[config.mk]
export PLATFORM = sky130hd
export DESIGN_NAME = tgemv_engine
export DESIGN_NICKNAME = d
export VERILOG_FILES = /design/src/rtl/tgemv_pkg.sv /design/src/rtl/tgemv_unpack.sv /design/src/rtl/tgemv_lanes.sv /design/src/rtl/tgemv_actbuf.sv /design/src/rtl/tgemv_engine.sv
export SDC_FILE = /design/constraint.sdc
export NUM_CORES = 2
export LEC_CHECK = 0
export BUFFER_PORTS_ARGS = -buffer_cell sky130_fd_sc_hd__buf_2
export CELL_PAD_IN_SITES_DETAIL_PLACEMENT = 1
export CELL_PAD_IN_SITES_GLOBAL_PLACEMENT = 1
export CORE_MARGIN = 10
export CORE_UTILIZATION = 30
export CTS_CLUSTER_SIZE = 16
export DETAILED_ROUTE_END_ITERATION = 12
export GPL_TIMING_DRIVEN = 0
export PLACE_DENSITY_LB_ADDON = 0.1
export SLEW_MARGIN = 20
export SYNTH_ARGS = -nofsm -noshare
export SYNTH_HDL_FRONTEND = slang
export SYNTH_SLANG_ARGS = --single-unit
[constraint.sdc]
create_clock -name clk -period 18 [get_ports clk]
set_input_delay 3.6 -clock clk [delete_from_list [all_inputs] [get_ports clk]]
set_output_delay 3.6 -clock clk [all_outputs]
set_load 0.005 [all_outputs]
[src/rtl/tgemv_pkg.sv]
// Shared constants and types for the packed ternary matrix-vector engine.
// Assumes int8 activations, 9-bit lane products and a 32-bit accumulator.
package tgemv_pkg;
    localparam int TRITS      = 5;    // base-3 digits per packed byte
    localparam int BYTE_LIMIT = 242;  // largest legal packed byte value
    localparam int ACT_W      = 8;    // activation width
    localparam int PROD_W     = 9;    // lane product width (holds +128)
    localparam int ACC_W      = 32;   // row accumulator width

    // Weight codes: 00 zero, 01 plus one, 10 minus one, 11 spare (treated as zero)
    localparam logic [1:0] WC_ZERO = 2'b00;
    localparam logic [1:0] WC_POS  = 2'b01;
    localparam logic [1:0] WC_NEG  = 2'b10;

    typedef enum logic [1:0] {ST_IDLE, ST_RUN, ST_DRAIN} eng_state_t;
endpackage

[src/rtl/tgemv_unpack.sv]
// Combinational decoder: one packed byte to five 2-bit weight codes.
// Digit 0 is the least significant base-3 digit. Bytes above the legal
// range decode to all-zero weights.
module tgemv_unpack
    import tgemv_pkg::*;
(
    input  logic [7:0]             packed_byte,
    output logic [TRITS-1:0][1:0]  codes
);
    logic [7:0] rest;
    logic [7:0] digit;

    // Peel off base-3 digits one at a time and map each one to a weight code
    always_comb begin
        rest = packed_byte;
        for (int j = 0; j < TRITS; j++) begin
            digit = rest % 8'd3;
            rest  = rest / 8'd3;
            if (packed_byte > 8'(BYTE_LIMIT))
                codes[j] = WC_ZERO;
            else if (digit == 8'd1)
                codes[j] = WC_POS;
            else if (digit == 8'd2)
                codes[j] = WC_NEG;
            else
                codes[j] = WC_ZERO;
        end
    end
endmodule

[src/rtl/tgemv_lanes.sv]
// Sign/zero select lanes: each lane passes, zeroes or negates its int8
// activation according to its weight code. No multiplier is used.
// Assumes the activation is signed two's complement.
module tgemv_lanes
    import tgemv_pkg::*;
#(
    parameter int LANES = 10
)(
    input  logic [LANES-1:0][1:0]        codes,
    input  logic [LANES-1:0][ACT_W-1:0]  acts,
    output logic [LANES-1:0][PROD_W-1:0] prods
);
    logic [PROD_W-1:0] ext;

    // Sign-extend each activation, then pick +a, -a or zero
    always_comb begin
        for (int l = 0; l < LANES; l++) begin
            ext = {acts[l][ACT_W-1], acts[l]};
            case (codes[l])
                WC_POS:  prods[l] = ext;
                WC_NEG:  prods[l] = -ext;
                default: prods[l] = '0;
            endcase
        end
    end
endmodule

[src/rtl/tgemv_actbuf.sv]
// Activation buffer: one word of a whole tile per address. Write and
// registered read sit in one clock-only process so that it maps to
// block memory. The contents are not reset.
module tgemv_actbuf #(
    parameter int WIDTH = 80,
    parameter int DEPTH = 16,
    localparam int AW   = $clog2(DEPTH)
)(
    input  logic             clk,
    input  logic             we,
    input  logic [AW-1:0]    waddr,
    input  logic [WIDTH-1:0] wdata,
    input  logic             re,
    input  logic [AW-1:0]    raddr,
    output logic [WIDTH-1:0] rdata
);
    logic [WIDTH-1:0] mem [DEPTH];

    // Store on a write, fetch a tile word on a read
    always_ff @(posedge clk) begin
        if (we) mem[waddr] <= wdata;
        if (re) rdata <= mem[raddr];
    end
endmodule

[src/rtl/tgemv_engine.sv]
// Packed ternary matrix-vector engine top.
// Takes one tile of K = 5*NB weights per beat. Stage 1 holds the weight
// bytes and the activation word. Stage 2 holds the selected lane products.
// Stage 3 holds the reduced tile sum. The accumulator then closes each row.
// Assumes cfg_tiles <= ACT_TILES and no activation writes during a run.
module tgemv_engine
    import tgemv_pkg::*;
#(
    parameter int NB        = 2,
    parameter int ACT_TILES = 16,
    parameter int ROW_W     = 8,
    localparam int K        = NB * TRITS,
    localparam int AW       = $clog2(ACT_TILES),
    localparam int TILE_W   = $clog2(ACT_TILES + 1)
)(
    input  logic                clk,
    input  logic                rst_n,
    input  logic                start,
    input  logic [ROW_W-1:0]    cfg_rows,
    input  logic [TILE_W-1:0]   cfg_tiles,
    output logic                busy,
    input  logic                act_we,
    input  logic [AW-1:0]       act_waddr,
    input  logic [K*ACT_W-1:0]  act_wdata,
    input  logic                w_valid,
    output logic                w_ready,
    input  logic [NB*8-1:0]     w_data,
    output logic                y_valid,
    output logic [ACC_W-1:0]    y_data
);
    localparam int SUM_W = PROD_W + $clog2(K);

    eng_state_t               state;
    logic [ROW_W-1:0]         rows_q, row_idx;
    logic [TILE_W-1:0]        tiles_q, tile_idx;
    logic                     accept, launch, first_tile, last_tile, last_row;

    logic                     st1_v, st1_first, st1_last;
    logic [NB*8-1:0]          st1_bytes;
    logic [K*ACT_W-1:0]       act_rd;
    logic [K-1:0][1:0]        lane_codes;
    logic [K-1:0][PROD_W-1:0] lane_prod;

    logic                     st2_v, st2_first, st2_last;
    logic [K-1:0][PROD_W-1:0] st2_prod;
    logic [SUM_W-1:0]         tile_sum;

    logic                     st3_v, st3_first, st3_last;
    logic [SUM_W-1:0]         st3_sum;
    logic [ACC_W-1:0]         acc, acc_next;

    assign busy       = (state != ST_IDLE);
    assign w_ready    = (state == ST_RUN);
    assign accept     = w_valid && w_ready;
    assign launch     = (state == ST_IDLE) && start && (cfg_rows != '0) && (cfg_tiles != '0);
    assign first_tile = (tile_idx == '0);
    assign last_tile  = (tile_idx == tiles_q - TILE_W'(1));
    assign last_row   = (row_idx == rows_q - ROW_W'(1));

    // Run control: latch the counts, walk the tiles and rows, drain the pipeline
    always_ff @(posedge clk) begin
        if (!rst_n) begin
            state    <= ST_IDLE;
            rows_q   <= '0;
            tiles_q  <= '0;
            row_idx  <= '0;
            tile_idx <= '0;
        end else begin
            case (state)
                ST_IDLE: if (launch) begin
                    rows_q   <= cfg_rows;
                    tiles_q  <= cfg_tiles;
                    row_idx  <= '0;
                    tile_idx <= '0;
                    state    <= ST_RUN;
                end
                ST_RUN: if (accept) begin
                    if (last_tile) begin
                        tile_idx <= '0;
                        row_idx  <= row_idx + ROW_W'(1);
                        if (last_row) state <= ST_DRAIN;
                    end else begin
                        tile_idx <= tile_idx + TILE_W'(1);
                    end
                end
                ST_DRAIN: if (!st1_v && !st2_v && !st3_v) state <= ST_IDLE;
                default:  state <= ST_IDLE;
            endcase
        end
    end

    tgemv_actbuf #(.WIDTH(K*ACT_W), .DEPTH(ACT_TILES)) u_actbuf (
        .clk   (clk),
        .we    (act_we),
        .waddr (act_waddr),
        .wdata (act_wdata),
        .re    (accept),
        .raddr (AW'(tile_idx)),
        .rdata (act_rd)
    );

    // Stage 1: hold the accepted weight bytes and the row-position flags
    always_ff @(posedge clk) begin
        if (!rst_n) begin
            st1_v     <= 1'b0;
            st1_first <= 1'b0;
            st1_last  <= 1'b0;
            st1_bytes <= '0;
        end else begin
            st1_v <= accept;
            if (accept) begin
                st1_bytes <= w_data;
                st1_first <= first_tile;
                st1_last  <= last_tile;
            end
        end
    end

    for (genvar b = 0; b < NB; b++) begin : g_unpack
        tgemv_unpack u_unpack (
            .packed_byte (st1_bytes[8*b +: 8]),
            .codes       (lane_codes[TRITS*b +: TRITS])
        );
    end

    tgemv_lanes #(.LANES(K)) u_lanes (
        .codes (lane_codes),
        .acts  (act_rd),
        .prods (lane_prod)
    );

    // Stage 2: register the selected lane products
    always_ff @(posedge clk) begin
        if (!rst_n) begin
            st2_v     <= 1'b0;
            st2_first <= 1'b0;
            st2_last  <= 1'b0;
            st2_prod  <= '0;
        end else begin
            st2_v     <= st1_v;
            st2_first <= st1_first;
            st2_last  <= st1_last;
            st2_prod  <= lane_prod;
        end
    end

    // Adder tree: reduce the sign-extended lane products of one tile
    always_comb begin
        tile_sum = '0;
        for (int l = 0; l < K; l++)
            tile_sum = tile_sum + {{(SUM_W-PROD_W){st2_prod[l][PROD_W-1]}}, st2_prod[l]};
    end

    // Stage 3: register the tile sum
    always_ff @(posedge clk) begin
        if (!rst_n) begin
            st3_v     <= 1'b0;
            st3_first <= 1'b0;
            st3_last  <= 1'b0;
            st3_sum   <= '0;
        end else begin
            st3_v     <= st2_v;
            st3_first <= st2_first;
            st3_last  <= st2_last;
            st3_sum   <= tile_sum;
        end
    end

    // Next accumulator value: restart on a row's first tile
    always_comb begin
        acc_next = (st3_first ? '0 : acc) + {{(ACC_W-SUM_W){st3_sum[SUM_W-1]}}, st3_sum};
    end

    // Accumulate tiles and present each row's final value with a pulse
    always_ff @(posedge clk) begin
        if (!rst_n) begin
            acc     <= '0;
            y_valid <= 1'b0;
            y_data  <= '0;
        end else begin
            y_valid <= st3_v && st3_last;
            if (st3_v) acc <= acc_next;
            if (st3_v && st3_last) y_data <= acc_next;
        end
    end

    // the latched counts stay fixed for the whole run
    p_cfg_hold_r6: assert property (@(posedge clk) disable iff (!rst_n)
        (busy && $past(busy)) |-> ($stable(rows_q) && $stable(tiles_q)));

    // result pulses occur only inside a run
    p_pulse_in_run_r8: assert property (@(posedge clk) disable iff (!rst_n)
        y_valid |-> busy);

    for (genvar l = 0; l < K; l++) begin : g_lane_chk
        // each registered product is +a, 0 or -a of the fetched activation
        p_lane_sel_r4: assert property (@(posedge clk) disable iff (!rst_n)
            st2_v |-> (st2_prod[l] == '0
                    || st2_prod[l] == $past({act_rd[ACT_W*l+ACT_W-1], act_rd[ACT_W*l +: ACT_W]})
                    || st2_prod[l] == -$past({act_rd[ACT_W*l+ACT_W-1], act_rd[ACT_W*l +: ACT_W]})));
    end

    for (genvar b = 0; b < NB; b++) begin : g_byte_chk
        // an out-of-range byte yields zero products on all its lanes
        p_bad_byte_r3: assert property (@(posedge clk) disable iff (!rst_n)
            (st1_v && st1_bytes[8*b +: 8] > 8'(BYTE_LIMIT)) |=> (st2_prod[TRITS*b +: TRITS] == '0));
    end
endmodule

Yosys cells after proc, flatten, opt, wreduce, memory -nomap -nowiden
Memories as Yosys holds them, arrays and structs flattened. A register that Yosys moved wholly into a read port is not among the register bits.
Index checks and enable logic that the tools add are counted.
{ "classes": {"muxes": 57, "div": 18, "reduce_logical": 20, "n_addsub": 24, "magnitude_cmp": 2, "eq_ne": 49} }
{ "op_table": {"columns": ["op", "n"], "rows": [
  ["9-bit case mux with 2 select lines", 10],
  ["9-bit negation", 10],
  ["8-bit by 1-bit equality test with 1-bit output (second input constant)", 10],
  ["8-bit by 2-bit equality test with 1-bit output (second input constant)", 10],
  ["8-bit by 2-bit remainder unit with 8-bit output (second input constant)", 10],
  ["2-bit 2-to-1 mux", 35],
  ["13-bit adder", 5],
  ["8-bit by 2-bit divider with 8-bit output (second input constant)", 8],
  ["32-bit adder", 1],
  ["32-bit 2-to-1 mux", 1],
  ["8-bit 2-to-1 mux", 3],
  ["2-bit by 1-bit equality test with 1-bit output (second input constant)", 11],
  ["2-bit equality test (second input constant)", 11],
  ["8-bit > comparator (second input constant)", 2],
  ["8-bit case mux with 2 select lines", 1],
  ["5-bit 2-to-1 mux", 3],
  ["12-bit by 9-bit adder with 13-bit output", 1],
  ["11-bit by 9-bit adder with 12-bit output", 1],
  ["10-bit by 9-bit adder with 11-bit output", 1],
  ["9-bit by 9-bit adder with 10-bit output", 1],
  ["5-bit case mux with 2 select lines", 1],
  ["8-bit by 1-bit adder with 8-bit output (second input constant)", 1],
  ["8-bit equality test", 1],
  ["8-bit nonzero test", 1],
  ["other kinds (18)", 31]
]} }
{ "totals": {"output_inout_bits": 35, "inputBits": 118, "n_memories": 1, "ram_bits": 1280, "register_bits": 221, "word_cells": 200} }
{ "mem_list": {"columns": ["memory", "depth", "word_bits", "rd", "rd_clocked_by_memory_dff", "wr", "line_no", "rtl"], "rows": [
  ["u_actbuf.mem", 16, 80, 1, 1, 1, "tgemv_actbuf.sv:17", "logic [WIDTH-1:0] mem [DEPTH];"]
]} }

Logic depth before layout (Yosys ltp)
{ "logic_depth": {"word_depth": 11, "depth_mapped": 72, "ltp_nobuf": 60} }

By module
Synthesis repeated with hierarchy kept, for this count alone.
{ "hier_totals": {"hier_cells": 4960, "area_unflattened_um2": 72711.0} }
{ "by_module_without_submodules": {"columns": ["mod", "cells_each", "instances", "area_each_um2"], "rows": [
  ["tgemv_actbuf", 2054, 1, 50223.2],
  ["tgemv_engine", 1327, 1, 12094.1],
  ["tgemv_unpack (g_unpack[1].u_unpack)", 581, 1, 3906.2],
  ["tgemv_unpack (g_unpack[0].u_unpack)", 532, 1, 3588.4],
  ["tgemv_lanes", 466, 1, 2899.0]
]} }

Worst setup path before layout
Ideal clock, no wire load.
{ "synth_path": {"kind": "register -> register", "from": "reg st1_bytes[14]", "to": "reg st2_prod[87] in the netlist's numbering", "n_path_buf": 10, "arrival_time_ns": 13.708, "period_less_slack_ns": 13.834, "path_stages_with_launch": 67, "path_slack_ns": 4.166, "path_cell_list": "dfxtp_1 buf_2 clkbuf_1 mux2i_1 ha_1 or3b_2 o31ai_1 a32o_1 a221o_1 or3_1 nand2_1 ha_1 inv_1 o2111a_1 buf_2 xnor2_1 ha_1 a211o_1 [... 31 more ...] nor3_1 nand2_1 or4_1 o211ai_1 o21a_1 clkbuf_1 inv_1 o21ai_0 mux2i_1 ha_1 a211oi_1 o31a_1 o311ai_1 or2_2 ha_1 clkbuf_1 a32oi_1 nor2_1"} }
{ "synth_via": {"elab_chain_cells": 11, "elab_cells_between_ends": 14, "classes_between": "5 x div; 1 x order compare; 4 x eq/ne; 4 x mux"} }
{ "synth_lines": {"columns": ["element", "line_no", "rtl"], "rows": [
  ["start, declared", "tgemv_engine.sv:39", "logic [NB*8-1:0] st1_bytes;"],
  ["start signal, assigned", "tgemv_engine.sv:112", "st1_bytes <= w_data;"],
  ["8-bit by 2-bit divider with 8-bit output (4 in series)", "tgemv_unpack.sv:18", "rest = rest / 8'd3;"],
  ["8-bit by 2-bit remainder unit with 8-bit output", "tgemv_unpack.sv:17", "digit = rest % 8'd3;"],
  ["8-bit by 2-bit equality test with 1-bit output", "tgemv_unpack.sv:23", "else if (digit == 8'd2)"],
  ["2-bit 2-to-1 mux", "tgemv_unpack.sv:23", null],
  ["2-bit 2-to-1 mux", "tgemv_unpack.sv:21", "else if (digit == 8'd1)"],
  ["2-bit 2-to-1 mux (*)", "tgemv_unpack.sv:19", "if (packed_byte > 8'(BYTE_LIMIT))"],
  ["2-bit equality test or 2-bit by 1-bit equality test with 1-bit output (tied branches)", "tgemv_lanes.sv:19", "case (codes[l])"],
  ["9-bit case mux with 2 select lines (*)", "tgemv_lanes.sv:19", null],
  ["end signal, assigned", "tgemv_engine.sv:143", "st2_prod <= lane_prod;"],
  ["end, declared", "tgemv_engine.sv:45", "logic [K-1:0][PROD_W-1:0] st2_prod;"]
]} }
Every way passes the cells marked *; elsewhere a longest branch is shown, timed or not.
A chain may end at the register's enable or synchronous reset.

Worst setup path in the final report
{ "layout_path": {"from": "reg st1_bytes[14]", "to": "reg st2_prod[82] in the netlist's numbering"} }
Same word-level chain as after synthesis.

==> impl_metrics.yaml <==
worst_setup_path:
  rr_startpoint: "st1_bytes[14]"
  reg2reg_slack_ps: 1430
  r2r_cells: 67
  start_kind: "flip-flop"
  crit_type: "flip-flop to flip-flop"
  cp.required_ps: 18700
  path_common_cell: "ha_1"
  crit_path_top_delay_cell: "or4_1"
  setup.worst_path.end_class: "flip-flop"
  rr_endpoint: "st2_prod[82]"
  arrival_ps: 17270
  crit_family: "compound AO/OA/AOI/OAI gates"
  max_stage_delay_ps: 570
  critPathBufInv: 14
  crit_fanout: 10
timing:
  finalCritPeriodShare_pct: 92.1
  tightest_slew_ps: 1160
  fin_ws_ps: 1430
  worst_clock_skew_ps: 83.6
  relSlewSlack_pct: 22.6
  drv_slew: 0
  fin_crit_ps: 16570
  hold_violations: 0
  timing.hold.ws_ps: 424
  setup_viol: 0
  fmax_mhz: 60.3
yosys:
  syn_nets: 4706
  ys_types: 112
  synth.top_cell.area_share_pct: 58.5
  async_flop_share_pct: 0
  ys_warn_count: 0
  synth_edf_count: 1360
  yosys.area.top_type: "edfxtp_1"
  synth.cell_area_um2: 69800
  netlist_instances: 4401
  ys.flop_type: "edfxtp_1"
  syn_area_per_cell_um2: 15.9
  synth-seq-cells: 1581
  synth_area_leaders: "edfxtp_1 (59%), mux4_2 (13%), dfxtp_1 (6.3%)"
  ys_seq_area_share_pct: 64.9
route:
  via_per_inst: 5.04
  drc_errors: 0
  ant_nets: 0
  num_vias: 40600
  drt_iter0_drc: 3045
  drtPass1Iterations: 5
  drt_wl_total_um: 211000
  routedWlPerCell_um: 26.2
power:
  seq_power_share_pct: 44.7
  pwr-share-clk_pct: 38.3
  peakVddDrop_mv: 0.0768
  switchingPower_mw: 2.58
  p_comb_share_pct: 17.0
  intPower_mw: 6.75
  p_leak_nw: 27.5
  powerDensity_nw_per_um2: 113
  power_mw: 9.33
  swShare_pct: 27.6
die:
  pin_count: 153
  std_cell_rows: 176
  start_util_pct: 30.2
  design.core.area_um2: 231000
  die_x_um: 502
  die_y_um: 502
  dieArea_um2: 252000
min_path:
  hp-start: "st1_v"
  min_path_cells: 1
  hold_end: "st2_v"
  hp-class: "flip-flop to flip-flop"
clock_tree:
  clk_latency_ps: 840
  cts_htree_levels: 4
  clock_sinks: 1581
  cts-buffers-inserted: 178
  clockBufferDepth: 3
  cts_tree: "done"
  root_buffer: "clkbuf_16"
  cts_hold_buf: 0
  clk_pin_slew_ps: 60
layout:
  ff_latch_area_um2: 45300
  post-route-util_pct: 35.8
  fill_cells: 23500
  drive_gt1_share_pct: 22.1
  final_cell_mix: "edfxtp_1 (1360), mux4_2 (401), nor2_1 (260)"
  final_common_cell: "edfxtp_1"
  area_growth_syn_to_layout_pct: 18.3
  fin_cells: 8052
  multi_input_area_um2: 23100
  nets: 5176
global_routing:
  use_met3_pct: 3.26
  antenna_found_initial: 38
  grt_util_met2_pct: 26.4
  grtUsageMet1_pct: 23.1
  grt_use_total_pct: 16.5
  overflow: 0
  first_global_vias: 43200
  busiest_layer: "met2"
  grt_start_max_net_pins: 46
  grt_pass1_wl_um: 308000
outcome:
  status: "completed"
placement:
  dp_cells: 7714
  hpwl_um: 151000
  dp_slack_ps: 639
  port_buffers: 151
  gp_congestion: 0.772
run:
  drv_cap: 0
Yosys cell counts, drive strengths merged (14+ instances only):
cell / instances
a31oi: 31
fa: 77
or2: 26
nand4: 21
buf: 79
edfxtp: 1360
nor3: 82
ha: 110
nor4: 14
o21ai: 133
clkbuf: 136
nor3b: 25
and3: 20
o211ai: 15
nor2: 274
nand3b: 28
inv: 173
a22oi: 19
xnor2: 63
or3: 43
nand3: 58
o22ai: 15
nor2b: 51
o21bai: 14
o31ai: 18
a211oi: 30
a21oi: 194
a21o: 30
xor2: 44
mux2i: 45
nand2b: 40
and2: 44
mux4: 401
dfxtp: 221
nand2: 259
stage by stage:
step / cell area [um2] / setup TNS [ps]
after floorplan: 69800 / 0
after global placement: 74300 / -328040
after detailed placement: 76700 / 0
after CTS: 82500 / 0
after global routing: 82500 / -225
final: 82500 / 0
worst max-delay path by stage:
stage                                    end  slack (ps)          start  cells past startpoint
after floorplan                 st2_prod[87]        4170  st1_bytes[14]                     66
after global placement    u_actbuf.mem[8][3]       -1390   act_waddr[2]                      3
after detailed placement        st2_prod[82]         640  st1_bytes[14]                     66
after CTS                       st2_prod[82]         600  st1_bytes[14]                     66
after global routing            st2_prod[86]         -50  st1_bytes[14]                     67
final                           st2_prod[82]        1430  st1_bytes[14]                     67
final cells by class:
class                   count  area share [%]
diodes                      6          0.0182
plain buffers             215            1.17
clock buffers             231            5.65
clock inverters            98            1.28
inverters                 178           0.817
multi-input cells        2427            28.0
flip-flops and latches   1581            54.8
well taps                3026            4.59
repair buffers            290            3.66
metal layers:
layer,vias up,routed length (um)
met5,-,235
met4,36,5070
met3,301,9800
met2,727,97900
met1,21300,97700
li1,18200,-
flip-flops by register name, summed over array words and instances, names as in the netlist, 2 cells and up:
| register | count |
|---|---|
| u_actbuf.rdata | 80 |
| state | 2 |
| y_data | 32 |
| st1_bytes | 16 |
| u_actbuf.mem | 1280 |
| tiles_q | 5 |
| tile_idx | 5 |
| st3_sum | 13 |
| row_idx | 8 |
| rows_q | 8 |
| acc | 32 |
| st2_prod | 90 |
power by group through the flow:
stage | registers, mW | clock network [mW] | logic (mW)
CTS | 4.17 | 3.69 | 1.62
global route | 4.18 | 3.83 | 1.80
detailed placement | 4.25 | 0 | 1.61
global placement | 4.26 | 0 | 1.58
floorplan | 4.22 | 0 | 1.04
finish | 4.17 | 3.58 | 1.58
what timing repair did:
action	CTS	global route
setup buffers	0	3
hold endpoints to repair	0	0
gates resized for setup	0	10
setup endpoints to repair	0	9
cells by family (layout without fill, tap and decap cells):
group                    count (synthesis)  in the layout  share of synthesized area [%]
AND/OR/NAND/NOR                       1033           1033                           7.46
buffers and inverters                  393           1012                           2.25
multiplexers                           456            456                           13.7
XOR/XNOR                               107            107                           1.35
flip-flops                            1581           1581                           64.9
AO/OA/AOI/OAI                          644            644                           6.14
adder cells (fa/ha/maj)                187            187                           4.18
other                                    0              6                              0
worst register-to-register path: cells and delay by family (launching register included):
kind,cells,cell delay (ps)
AO/OA/AOI/OAI,19,4790
XOR/XNOR,4,760
adder cells (fa/ha/maj),10,2510
buffers and inverters,14,3090
flip-flops,1,420
multiplexers,2,320
AND/OR/NAND/NOR,18,4610
(Power assumes the default switching activity.)
